**src/rtl/scl_div_pkg.sv**
```systemverilog
package scl_div_pkg;

    localparam int FREQ_W        = 32;
    localparam int SAMPLE_MAX    = 8;
    localparam int STEP_MAX_STD  = 64;
    localparam int STEP_MAX_FAST = 8;

    localparam int SAMP_W  = $clog2(SAMPLE_MAX);
    localparam int STEP_W  = $clog2(STEP_MAX_STD);
    localparam int SCNT_W  = SAMP_W + 1;
    localparam int STCNT_W = STEP_W + 1;
    localparam int PROD_MAX = SAMPLE_MAX * STEP_MAX_STD;
    localparam int PROD_W  = $clog2(PROD_MAX + 1);
    localparam int WIDE_W  = 2 * FREQ_W;

    typedef enum logic [1:0] {
        ST_IDLE,
        ST_DIV,
        ST_SEARCH,
        ST_CHECK
    } run_state_e;

    typedef struct packed {
        logic [FREQ_W-1:0] src;
        logic [FREQ_W-1:0] tgt;
        logic              fast;
        logic              bad;
    } job_t;

    typedef struct packed {
        logic [SAMP_W-1:0] samp_m1;
        logic [STEP_W-1:0] step_m1;
        logic              err;
    } pair_result_t;

    // ceil(num / den) for a small numerator and a small nonzero divisor
    function automatic logic [PROD_W-1:0] ceil_small(
        input logic [PROD_W-1:0] num,
        input logic [SCNT_W-1:0] den
    );
        logic [PROD_W:0] sum;
        logic [PROD_W:0] den_x;
        logic [PROD_W:0] quo;
        den_x = (PROD_W+1)'(den);
        sum   = (PROD_W+1)'(num) + den_x - (PROD_W+1)'(1);
        quo   = sum / den_x;
        return PROD_W'(quo);
    endfunction

endpackage

```
**src/rtl/scl_div_ceil_divider.sv**
```systemverilog
module scl_div_ceil_divider #(
    parameter int W = 32
) (
    input  logic         clk,
    input  logic         rst,
    input  logic         load,
    input  logic [W-1:0] dividend,
    input  logic [W-1:0] divisor,
    output logic         valid,
    output logic [W-1:0] ceil_q
);
    localparam int CNT_W = $clog2(W + 1);

    logic [W-1:0]     rem_q;
    logic [W-1:0]     quo_q;
    logic [W-1:0]     dvs_q;
    logic [CNT_W-1:0] left_q;

    logic [W:0]   shifted;
    logic         fits;
    logic [W-1:0] rem_n;
    logic [W-1:0] quo_n;
    logic [W:0]   diff;

    // one restoring step per cycle, MSB of the dividend first
    always_comb begin
        shifted = {rem_q, quo_q[W-1]};
        diff    = shifted - {1'b0, dvs_q};
        fits    = shifted >= {1'b0, dvs_q};
        rem_n   = fits ? diff[W-1:0] : shifted[W-1:0];
        quo_n   = {quo_q[W-2:0], fits};
    end

    always_ff @(posedge clk) begin
        if (rst) begin
            rem_q  <= '0;
            quo_q  <= '0;
            dvs_q  <= '0;
            left_q <= '0;
            valid  <= 1'b0;
            ceil_q <= '0;
        end else if (load) begin
            rem_q  <= '0;
            quo_q  <= dividend;
            dvs_q  <= divisor;
            left_q <= CNT_W'(W);
            valid  <= 1'b0;
        end else if (left_q != '0) begin
            rem_q  <= rem_n;
            quo_q  <= quo_n;
            left_q <= left_q - CNT_W'(1);
            if (left_q == CNT_W'(1)) begin
                valid  <= 1'b1;
                ceil_q <= quo_n + W'(rem_n != '0);
            end else begin
                valid <= 1'b0;
            end
        end else begin
            valid <= 1'b0;
        end
    end

endmodule

```
**src/rtl/scl_div_pair_search.sv**
```systemverilog
module scl_div_pair_search
    import scl_div_pkg::*;
(
    input  logic               clk,
    input  logic               rst,
    input  logic               init,
    input  logic               step_en,
    input  logic [FREQ_W-1:0]  opt_div,
    input  logic [STCNT_W-1:0] step_max,
    output logic [SCNT_W-1:0]  best_samp,
    output logic [STCNT_W-1:0] best_step,
    output logic               finish
);
    localparam logic [SCNT_W-1:0] LAST_S = SCNT_W'(SAMPLE_MAX);

    logic [SCNT_W-1:0] cur_s;
    logic [PROD_W:0]   best_prod;

    logic              in_range;
    logic [PROD_W-1:0] cand_step;
    logic [PROD_W:0]   cand_prod;
    logic              step_ok;
    logic              accept;
    logic              exact;

    // a divisor above the largest product rules out every candidate,
    // so only a PROD_W-bit numerator ever reaches the small divider
    always_comb begin
        in_range  = opt_div <= FREQ_W'(PROD_MAX);
        cand_step = ceil_small(opt_div[PROD_W-1:0], cur_s);
        cand_prod = (PROD_W+1)'(cand_step) * (PROD_W+1)'(cur_s);
        step_ok   = in_range && ((PROD_W+1)'(cand_step) <= (PROD_W+1)'(step_max));
        accept    = step_ok && (cand_prod < best_prod);
        exact     = accept && (cand_prod == (PROD_W+1)'(opt_div[PROD_W-1:0]));
        finish    = step_en && (exact || (cur_s == LAST_S));
    end

    always_ff @(posedge clk) begin
        if (rst) begin
            cur_s     <= SCNT_W'(1);
            best_samp <= '0;
            best_step <= '0;
            best_prod <= '0;
        end else if (init) begin
            cur_s     <= SCNT_W'(1);
            best_samp <= LAST_S;
            best_step <= step_max;
            best_prod <= (PROD_W+1)'(step_max) * (PROD_W+1)'(SAMPLE_MAX);
        end else if (step_en) begin
            if (accept) begin
                best_samp <= cur_s;
                best_step <= STCNT_W'(cand_step);
                best_prod <= cand_prod;
            end
            cur_s <= cur_s + SCNT_W'(1);
        end
    end

endmodule

```
**src/rtl/scl_div_rate_check.sv**
```systemverilog
module scl_div_rate_check
    import scl_div_pkg::*;
(
    input  logic [FREQ_W-1:0]  src,
    input  logic [FREQ_W-1:0]  tgt,
    input  logic [SCNT_W-1:0]  samp,
    input  logic [STCNT_W-1:0] step,
    output logic               too_fast
);
    logic [WIDE_W-1:0] denom;
    logic [WIDE_W-1:0] bound;

    // floor(src/denom) > tgt  <=>  src >= (tgt+1)*denom
    always_comb begin
        denom    = WIDE_W'(samp) * WIDE_W'(step) * WIDE_W'(2);
        bound    = (WIDE_W'(tgt) + WIDE_W'(1)) * denom;
        too_fast = WIDE_W'(src) >= bound;
    end

endmodule

```
**src/rtl/scl_divisor_search.sv**
```systemverilog
module scl_divisor_search
    import scl_div_pkg::*;
#(
    parameter int unsigned HS_CLAMP_HZ = 3_400_000,
    parameter int unsigned FS_LIMIT_HZ = 400_000
) (
    input  logic              clk,
    input  logic              rst,
    input  logic              start,
    input  logic [FREQ_W-1:0] src_hz,
    input  logic [FREQ_W-1:0] tgt_hz,
    output logic [SAMP_W-1:0] samp_m1,
    output logic [STEP_W-1:0] step_m1,
    output logic              done,
    output logic              err
);
    localparam logic [FREQ_W-1:0] CLAMP_V = FREQ_W'(HS_CLAMP_HZ);
    localparam logic [FREQ_W-1:0] FS_V    = FREQ_W'(FS_LIMIT_HZ);

    run_state_e         state_q;
    job_t               job_d;
    job_t               job_q;
    pair_result_t       res_d;
    pair_result_t       res_q;
    logic               done_q;
    logic               busy;
    logic               take;
    logic               div_valid;
    logic               srch_init;
    logic               srch_step;
    logic               srch_finish;
    logic               too_fast;
    logic [FREQ_W-1:0]  tgt_clamped;
    logic [FREQ_W-1:0]  opt_div;
    logic [STCNT_W-1:0] step_max;
    logic [STCNT_W-1:0] best_step;
    logic [SCNT_W-1:0]  best_samp;

    assign busy = state_q != ST_IDLE;
    assign take = start && !busy;

    // job capture: clamp, speed mode and degenerate inputs
    always_comb begin
        tgt_clamped = (tgt_hz > CLAMP_V) ? CLAMP_V : tgt_hz;
        job_d.src   = src_hz;
        job_d.tgt   = (tgt_hz == '0) ? FREQ_W'(1) : tgt_clamped;
        job_d.fast  = tgt_clamped > FS_V;
        job_d.bad   = (tgt_hz == '0) || (src_hz < FREQ_W'(2));
    end

    assign step_max  = job_q.fast ? STCNT_W'(STEP_MAX_FAST) : STCNT_W'(STEP_MAX_STD);
    assign srch_init = (state_q == ST_DIV) && div_valid;
    assign srch_step = state_q == ST_SEARCH;

    scl_div_ceil_divider #(
        .W (FREQ_W)
    ) u_div (
        .clk      (clk),
        .rst      (rst),
        .load     (take),
        .dividend (src_hz >> 1),
        .divisor  (job_d.tgt),
        .valid    (div_valid),
        .ceil_q   (opt_div)
    );

    scl_div_pair_search u_search (
        .clk       (clk),
        .rst       (rst),
        .init      (srch_init),
        .step_en   (srch_step),
        .opt_div   (opt_div),
        .step_max  (step_max),
        .best_samp (best_samp),
        .best_step (best_step),
        .finish    (srch_finish)
    );

    scl_div_rate_check u_check (
        .src      (job_q.src),
        .tgt      (job_q.tgt),
        .samp     (best_samp),
        .step     (best_step),
        .too_fast (too_fast)
    );

    always_comb begin
        if (job_q.bad) begin
            res_d.samp_m1 = SAMP_W'(SAMPLE_MAX - 1);
            res_d.step_m1 = STEP_W'(step_max - STCNT_W'(1));
            res_d.err     = 1'b1;
        end else begin
            res_d.samp_m1 = SAMP_W'(best_samp - SCNT_W'(1));
            res_d.step_m1 = STEP_W'(best_step - STCNT_W'(1));
            res_d.err     = too_fast;
        end
    end

    always_ff @(posedge clk) begin
        if (rst) begin
            state_q <= ST_IDLE;
            job_q   <= '0;
            res_q   <= '0;
            done_q  <= 1'b0;
        end else begin
            done_q <= 1'b0;
            case (state_q)
                ST_IDLE: begin
                    if (take) begin
                        job_q   <= job_d;
                        state_q <= ST_DIV;
                    end
                end
                ST_DIV: begin
                    if (div_valid) begin
                        state_q <= ST_SEARCH;
                    end
                end
                ST_SEARCH: begin
                    if (srch_finish) begin
                        state_q <= ST_CHECK;
                    end
                end
                ST_CHECK: begin
                    res_q   <= res_d;
                    done_q  <= 1'b1;
                    state_q <= ST_IDLE;
                end
                default: state_q <= ST_IDLE;
            endcase
        end
    end

    assign samp_m1 = res_q.samp_m1;
    assign step_m1 = res_q.step_m1;
    assign err     = res_q.err;
    assign done    = done_q;

endmodule

```
**config.mk**
```make
export PLATFORM = sky130hd
export DESIGN_NAME = scl_divisor_search
export DESIGN_NICKNAME = d
export VERILOG_FILES = /design/src/rtl/scl_div_pkg.sv /design/src/rtl/scl_div_ceil_divider.sv /design/src/rtl/scl_div_pair_search.sv /design/src/rtl/scl_div_rate_check.sv /design/src/rtl/scl_divisor_search.sv
export SDC_FILE = /design/constraint.sdc
export NUM_CORES = 2
export LEC_CHECK = 0
export ABC_AREA = 0
export BUFFER_PORTS_ARGS = -buffer_cell sky130_fd_sc_hd__buf_2
export CAP_MARGIN = 15
export CORE_MARGIN = 3
export CORE_UTILIZATION = 25
export DETAILED_ROUTE_END_ITERATION = 10
export PLACE_DENSITY = 0.4
export SYNTH_ARGS = -nofsm -noshare
export SYNTH_HDL_FRONTEND = slang
export SYNTH_SLANG_ARGS = --single-unit
```
**constraint.sdc**
```tcl
create_clock -name clk -period 58.3 [get_ports clk]
set_input_delay 11.66 -clock clk [delete_from_list [all_inputs] [get_ports clk]]
set_output_delay 11.66 -clock clk [all_outputs]
set_load 0.01 [all_outputs]
```
# ---- After elaboration in Yosys (flattened, before gate mapping)
# Index checks and enable logic that the tools add are counted.
dict set report totals {
  output_inout_bits 11
  in_bits 67
  regBits 240
  wordCells 105
}
dict set report op_classes {
  n_mul 3
  mux 24
  n_reduce_logical 25
  n_lt_le_gt_ge 8
  n_eq_ne 9
  add_sub_neg 10
  bitwise_logic 2
  div 1
}
# op count
set op_table {}
lappend op_table {{2-to-1 mux 32 bit} 3}
lappend op_table {{>= comparator 32 x 64 -> 1 bit} 1}
lappend op_table {{multiplier 64 x 11 -> 63 bit} 1}
lappend op_table {{2-to-1 mux 31 bit} 2}
lappend op_table {{2-to-1 mux 10 bit} 4}
lappend op_table {{adder 32 x 1 -> 33 bit, second input constant} 1}
lappend op_table {{>= comparator 33 x 32 -> 1 bit} 1}
lappend op_table {{adder 32 x 1 -> 32 bit} 1}
lappend op_table {{> comparator 32 x 19 -> 1 bit, second input constant} 1}
lappend op_table {{> comparator 32 x 22 -> 1 bit, second input constant} 1}
lappend op_table {{less-or-equal comparator 32 x 10 -> 1 bit, second input constant} 1}
lappend op_table {{logical NOT 32 bit} 1}
lappend op_table {{less-than comparator 32 x 2 -> 1 bit, second input constant} 1}
lappend op_table {{nonzero test 32 bit} 1}
lappend op_table {{subtractor 32 bit} 1}
lappend op_table {{2-to-1 mux 7 bit} 4}
lappend op_table {{subtractor 6 x 1 -> 6 bit, second input constant} 3}
lappend op_table {{2-to-1 mux 4 bit} 3}
lappend op_table {{2-to-1 mux 6 bit} 2}
lappend op_table {{adder 10 x 4 -> 11 bit} 1}
lappend op_table {{divider 11 x 4 -> 11 bit} 1}
lappend op_table {{equality test 11 x 10 -> 1 bit} 1}
lappend op_table {{less-than comparator 11 bit} 1}
lappend op_table {{multiplier 10 x 4 -> 11 bit} 1}
lappend op_table {{25 further kinds} 44}

# ---- Logic depth before layout (Yosys ltp)
dict set report depth {
  word_depth 11
  mapped_depth 128
  mapped_depth_nobuf 118
}

# ---- Cells and area by module
# A second synthesis with hierarchy kept.
dict set report hier_totals {
  hier_cells 3823
  area_unflattened_um2 30538.0
}
# module cells_per_inst seq_area_each_um2 instances area_per_inst_um2
set by_module_without_submodules {}
lappend by_module_without_submodules {scl_div_rate_check 1607 0.0 1 13322.8}
lappend by_module_without_submodules {scl_div_ceil_divider 1075 2702.6 1 8179.1}
lappend by_module_without_submodules {scl_div_pair_search 718 520.5 1 5551.6}
lappend by_module_without_submodules {scl_divisor_search 423 1581.5 1 3484.6}

# ---- Worst setup path after synthesis
# OpenSTA, ideal clock, no wires.
dict set report synth_timing {
  path_kind {register to register}
  startpoint {reg u_search.cur_s[3]}
  endpoint {reg u_search.best_prod[0]}
  n_path_buf 10
  arrival_ps 23233
  t_required_ps 58172
  stages_incl_launch_ff 124
  period_less_slack_ps 23361
  setup_ps 128
  slack_ps 34939
  cell_sequence {dfxtp_1 clkbuf_1 clkbuf_1 inv_1 ha_1 inv_1 ha_1 o21ai_1 o21a_1 o31ai_2 o211a_1 nand2_1 ha_1 a32oi_1 ha_1 or3_1 nand4b_1 o31ai_2 [... 88 more ...] a21oi_1 o21bai_1 a21oi_1 xnor2_1 ha_1 nor4_1 nand4_1 a2111oi_0 nand3_1 nor2_1 and4_1 nand4b_1 o31ai_1 nand3_1 o32ai_4 buf_4 mux2i_1 nor2_1}
}
dict set report synth_between {
  elab_chain_cells 7
  word_cells_on_any_way 9
  classes_between {2 x add/sub; 1 x mul; 1 x div; 2 x order compare; 3 x reduce/logical}
}
# item line
set synth_lines {}
lappend synth_lines {{from (decl)} scl_div_pair_search.sv:16} ;# logic [SCNT_W-1:0] cur_s;
lappend synth_lines {{from (signal assigned)} scl_div_pair_search.sv:55} ;# cur_s <= cur_s + SCNT_W'(1);
lappend synth_lines {{adder 10 x 4 -> 11 bit} scl_div_pkg.sv:45} ;# sum = (PROD_W+1)'(num) + den_x - (PROD_W+1)'(1);
lappend synth_lines {{subtractor 11 x 1 -> 11 bit} scl_div_pkg.sv:45}
lappend synth_lines {{divider 11 x 4 -> 11 bit} scl_div_pkg.sv:46} ;# quo = sum / den_x;
lappend synth_lines {{multiplier 10 x 4 -> 11 bit *} scl_div_pair_search.sv:31} ;# cand_prod = (PROD_W+1)'(cand_step) * (PROD_W+1)'(cur_s);
lappend synth_lines {{net u_search.cand_prod[10]} scl_div_pair_search.sv:21} ;# logic [PROD_W:0] cand_prod;
lappend synth_lines {{less-than comparator 11 bit *} scl_div_pair_search.sv:33} ;# accept = step_ok && (cand_prod < best_prod);
lappend synth_lines {{logical AND 1 bit *} scl_div_pair_search.sv:33}
lappend synth_lines {{AND reduction 2 bit (no line) *} n/a}
lappend synth_lines {{to (signal assigned)} scl_div_pair_search.sv:48} ;# best_prod <= (PROD_W+1)'(step_max) * (PROD_W+1)'(SAMPLE_MAX);
lappend synth_lines {{to (signal assigned)} scl_div_pair_search.sv:53} ;# best_prod <= cand_prod;
lappend synth_lines {{to (decl)} scl_div_pair_search.sv:17} ;# logic [PROD_W:0] best_prod;
# Mark *: on every way through the listed nets, which the timed path passes. The rest lies on a longest branch.
# A chain may end at the register's enable or synchronous reset.

# ---- Final worst setup path
dict set report layout_timing {
  startpoint {reg u_search.cur_s[3]}
  endpoint {reg u_search.best_prod[6]}
}
dict set report layout_between {
  elab_chain_cells 8
  word_cells_on_any_way 13
  classes_between {2 x add/sub; 1 x mul; 1 x div; 2 x order compare; 3 x mux; 4 x reduce/logical}
}
# item line
set layout_lines {}
lappend layout_lines {{adder 10 x 4 -> 11 bit} scl_div_pkg.sv:45}
lappend layout_lines {{subtractor 11 x 1 -> 11 bit} scl_div_pkg.sv:45}
lappend layout_lines {{divider 11 x 4 -> 11 bit} scl_div_pkg.sv:46}
lappend layout_lines {{multiplier 10 x 4 -> 11 bit *} scl_div_pair_search.sv:31}
lappend layout_lines {{net u_search.cand_prod[10]} scl_div_pair_search.sv:21}
lappend layout_lines {{less-than comparator 11 bit *} scl_div_pair_search.sv:33}
lappend layout_lines {{logical AND 1 bit *} scl_div_pair_search.sv:33}
lappend layout_lines {{nonzero test 2 bit (no line) *} n/a}
lappend layout_lines {{AND reduction 2 bit (no line) *} n/a}
# Mark *: on every way through the listed nets, which the timed path passes. The rest lies on a longest branch. The select of a mux whose other input is x is not followed.

==> out/metrics.json <==
{
  "fill_cells": {"value": 12118},
  "slew_headroom": {"value": 16.03, "unit": "%"},
  "design.core.area": {"value": 109600, "unit": "µm²"},
  "critical_path.slowest_cell": {"value": "dfxtp_1"},
  "global_route.overflow_total": {"value": 0},
  "routed_wirelength": {"value": 92820, "unit": "µm"},
  "post_detailed_route_count_of_antenna_violating_nets": {"value": 0},
  "hold-worst-slack": {"value": 0.4576, "unit": "ns"},
  "worstPathRequired": {"value": 58.75, "unit": "ns"},
  "clock_tree_sinks": {"value": 208},
  "layout.cells.most_common": {"value": "nand2_1"},
  "first_global_vias": {"value": 23999},
  "clock_skew": {"value": 0.04458, "unit": "ns"},
  "floorplan.initialDensity": {"value": 25.34, "unit": "%"},
  "rsz_0062_raised_after_global_routing": {"value": "no"},
  "hold_viol_final": {"value": 0},
  "flip_flop_and_latch_count_after_synthesis": {"value": 208},
  "synth.yosys.seq_area_share": {"value": 14.99, "unit": "%"},
  "antenna_violations_before_repair": {"value": 0},
  "dr.first_iter.drc_count": {"value": 1254},
  "insertion_delay": {"value": 0.61, "unit": "ns"},
  "timing.setup.tns": {"value": 0, "unit": "ns"},
  "diodes": {"value": 0},
  "postCtsHoldBufs": {"value": 0},
  "cts_max_path_buffers": {"value": 3},
  "setup_slack_at_placement": {"value": 30.14, "unit": "ns"},
  "critPathKind": {"value": "reg -> reg"},
  "max_cap_viol_count": {"value": 0},
  "crit_path_end_kind": {"value": "flop"},
  "post_cts.resized_instances": {"value": 0},
  "grt_first_pass_wirelength": {"value": 147400, "unit": "µm"},
  "worst-endpoint-arrival": {"value": 28.32, "unit": "ns"},
  "die-height": {"value": 339.4, "unit": "µm"},
  "path_max_fanout": {"value": 16},
  "area_growth_syn_to_layout": {"value": 11.21, "unit": "%"},
  "achievable-frequency": {"value": 35.88, "unit": "MHz"},
  "timing.hold.worst.class": {"value": "reg -> reg"},
  "setup_viol_count_final": {"value": 0},
  "crit_start_category": {"value": "flop"},
  "fp.dieW": {"value": 339.4, "unit": "µm"},
  "grt_start_max_net_pins": {"value": 76},
  "synth_edf_count": {"value": 0},
  "detail_route.wl_per_cell": {"value": 18.81, "unit": "µm"},
  "timing.final.crit_share": {"value": 47.81, "unit": "%"},
  "clock_tree_from_tritoncts": {"value": "built"},
  "synthCells": {"value": 3436},
  "row_count": {"value": 121},
  "synth-main-ff-cell": {"value": "dfxtp_1"},
  "place_hpwl": {"value": 71800, "unit": "µm"},
  "status": {"value": "finished, final reports clean"},
  "multi_input_comb_area": {"value": 21710, "unit": "µm²"},
  "crit_top_cell": {"value": "ha_1"},
  "floorplan.io_pins": {"value": 78},
  "post_synth.cell_area_avg": {"value": 8.085, "unit": "µm²"},
  "seqCellArea": {"value": 4164, "unit": "µm²"},
  "fin_ws": {"value": 30.43, "unit": "ns"},
  "via_count": {"value": 23386},
  "cts-root-buf": {"value": "clkbuf_16"},
  "r2r_slack": {"value": 30.43, "unit": "ns"},
  "clock_tree.htree_level_count": {"value": 1},
  "detailedRoute.firstPassIterationCount": {"value": 5},
  "final_max_slew_viol_count": {"value": 0},
  "drcViolationCount": {"value": 0},
  "worst-path-buf-inv": {"value": 6},
  "design.die.area": {"value": 115200, "unit": "µm²"},
  "clock_pin_slew_of_the_registers_on_the_worst_case_setup_and_hold_paths": {"value": 0.06, "unit": "ns"},
  "async_flop_share": {"value": 0, "unit": "%"},
  "synth.cell_area": {"value": 27780, "unit": "µm²"},
  "routabilityCongestion": {"value": 0.8309},
  "critical-path-max-stage-delay": {"value": 0.76, "unit": "ns"},
  "final_layout_size_suffix_gt1_share": {"value": 6.823, "unit": "%"},
  "synth_fp_nets": {"value": 4068},
  "finalWorstPathRequiredPeriod": {"value": 27.87, "unit": "ns"},
  "port-buffer-count": {"value": 77},
  "fin_nets": {"value": 4069},
  "via_per_inst": {"value": 4.739},
  "grt_usage": {"value": 16.12, "unit": "%"},
  "tightestPinTransition": {"value": 1.251, "unit": "ns"},
  "post-cts-setup-buffers": {"value": 0},
  "path_delay_family": {"value": "compound AO/OA/AOI/OAI gates"},
  "netlist-cell-type-count": {"value": 87},
  "synthesis.yosys.warnings": {"value": 0},
  "most-common-layout-cells": {"value": "nand2_1 (491), inv_1 (384), fa_1 (305)"},
  "cts-buffers-inserted": {"value": 28}
}
==> path summary, 6_finish.rpt <==
path                     start               endpoint  depth (start not counted)
max          u_search.cur_s[3]  u_search.best_prod[6]                        118
min                  job_q[34]              job_q[34]                          2
max reg2reg  u_search.cur_s[3]  u_search.best_prod[6]                        118
min reg2reg          job_q[34]              job_q[34]                          2
==> logic make-up (layout without fill, tap and decap cells) <==
logic type	Yosys count	count (layout)	share of synthesized area, %
fa+ha+maj	566	566	33.75
xor+xnor	168	168	5.297
buf+inv	539	562	7.355
flops	208	208	14.99
mux	67	67	2.455
simple gates	1278	1278	21.59
compound gates	610	610	14.57
==> sequential cells by signal, summed over array words and instances (netlist names), 2 cells and up <==
register            count
u_div.quo_q            32
u_div.left_q            6
u_search.best_step      7
u_div.rem_q            32
job_q                  66
step_m1                 6
samp_m1                 3
u_search.cur_s          4
u_search.best_samp      4
u_search.best_prod     11
u_div.ceil_q           32
state_q                 2
==> metal layers <==
| layer | up-vias | track usage, % | part of all wire (%) |
|---|---|---|---|
| li1 | 11464 | - | - |
| met1 | 11517 | 23.82 | 51 |
| met2 | 350 | 26.07 | 45 |
| met3 | 55 | 1.360 | 3.1 |
| met4 | 0 | 2.188 | 1.3 |
| met5 | - | 0 | 0 |
==> metrics by stage <==
step / area [µm²] / cells / util [%]
5_1_grt: 30900 / 4935 / 28.19
3_3_place_gp: 29900 / 4881 / 27.28
6_report: 30900 / 4935 / 28.19
2_1_floorplan: 27780 / 3436 / -
3_5_place_dp: 29900 / 4881 / 27.28
4_1_cts: 30880 / 4933 / 28.18
==> Yosys cell counts, types with 33 or more instances <==
| cell type | n | area (µm²) |
|---|---|---|
| nor3_1 | 55 | 275.3 |
| xor2_1 | 42 | 367.9 |
| a21oi_1 | 169 | 845.8 |
| a311oi_1 | 34 | 297.8 |
| nand2b_1 | 85 | 531.8 |
| inv_1 | 384 | 1441 |
| dfxtp_1 | 208 | 4164 |
| nor2_1 | 286 | 1074 |
| clkbuf_1 | 140 | 525.5 |
| nor2b_1 | 91 | 569.3 |
| nand3_1 | 60 | 300.3 |
| and2_1 | 35 | 219.0 |
| fa_1 | 306 | 6126 |
| nor4_1 | 35 | 219.0 |
| nand4_1 | 33 | 206.5 |
| xnor2_1 | 126 | 1104 |
| ha_1 | 259 | 3241 |
| o21ai_0 | 118 | 590.6 |
| a211oi_1 | 33 | 247.7 |
| mux2i_1 | 58 | 580.6 |
| nand2_1 | 493 | 1851 |
| a21o_1 | 48 | 360.4 |
==> worst register-to-register path: cells and delay by family, from the launching register on <==
family          cells  cell delay, ns
compound gates     54           12.06
buf+inv             6            1.51
fa+ha+maj          17            5.60
flops               1            0.76
mux                 2            0.59
simple gates       38            7.10
xor+xnor            1            0.13
==> layout make-up <==
cell class / instances / share of cell area [%]
clock buffers: 44 / 2.689
clock inverters: 8 / 0.4860
inverters: 384 / 4.665
multi-input cells: 2689 / 70.27
flip-flops and latches: 208 / 13.48
well taps: 1476 / 5.977
repair buffers: 126 / 2.438
Power is not shown: default switching activity piles up to over one toggle a cycle in this logic, so the estimate is an artifact.
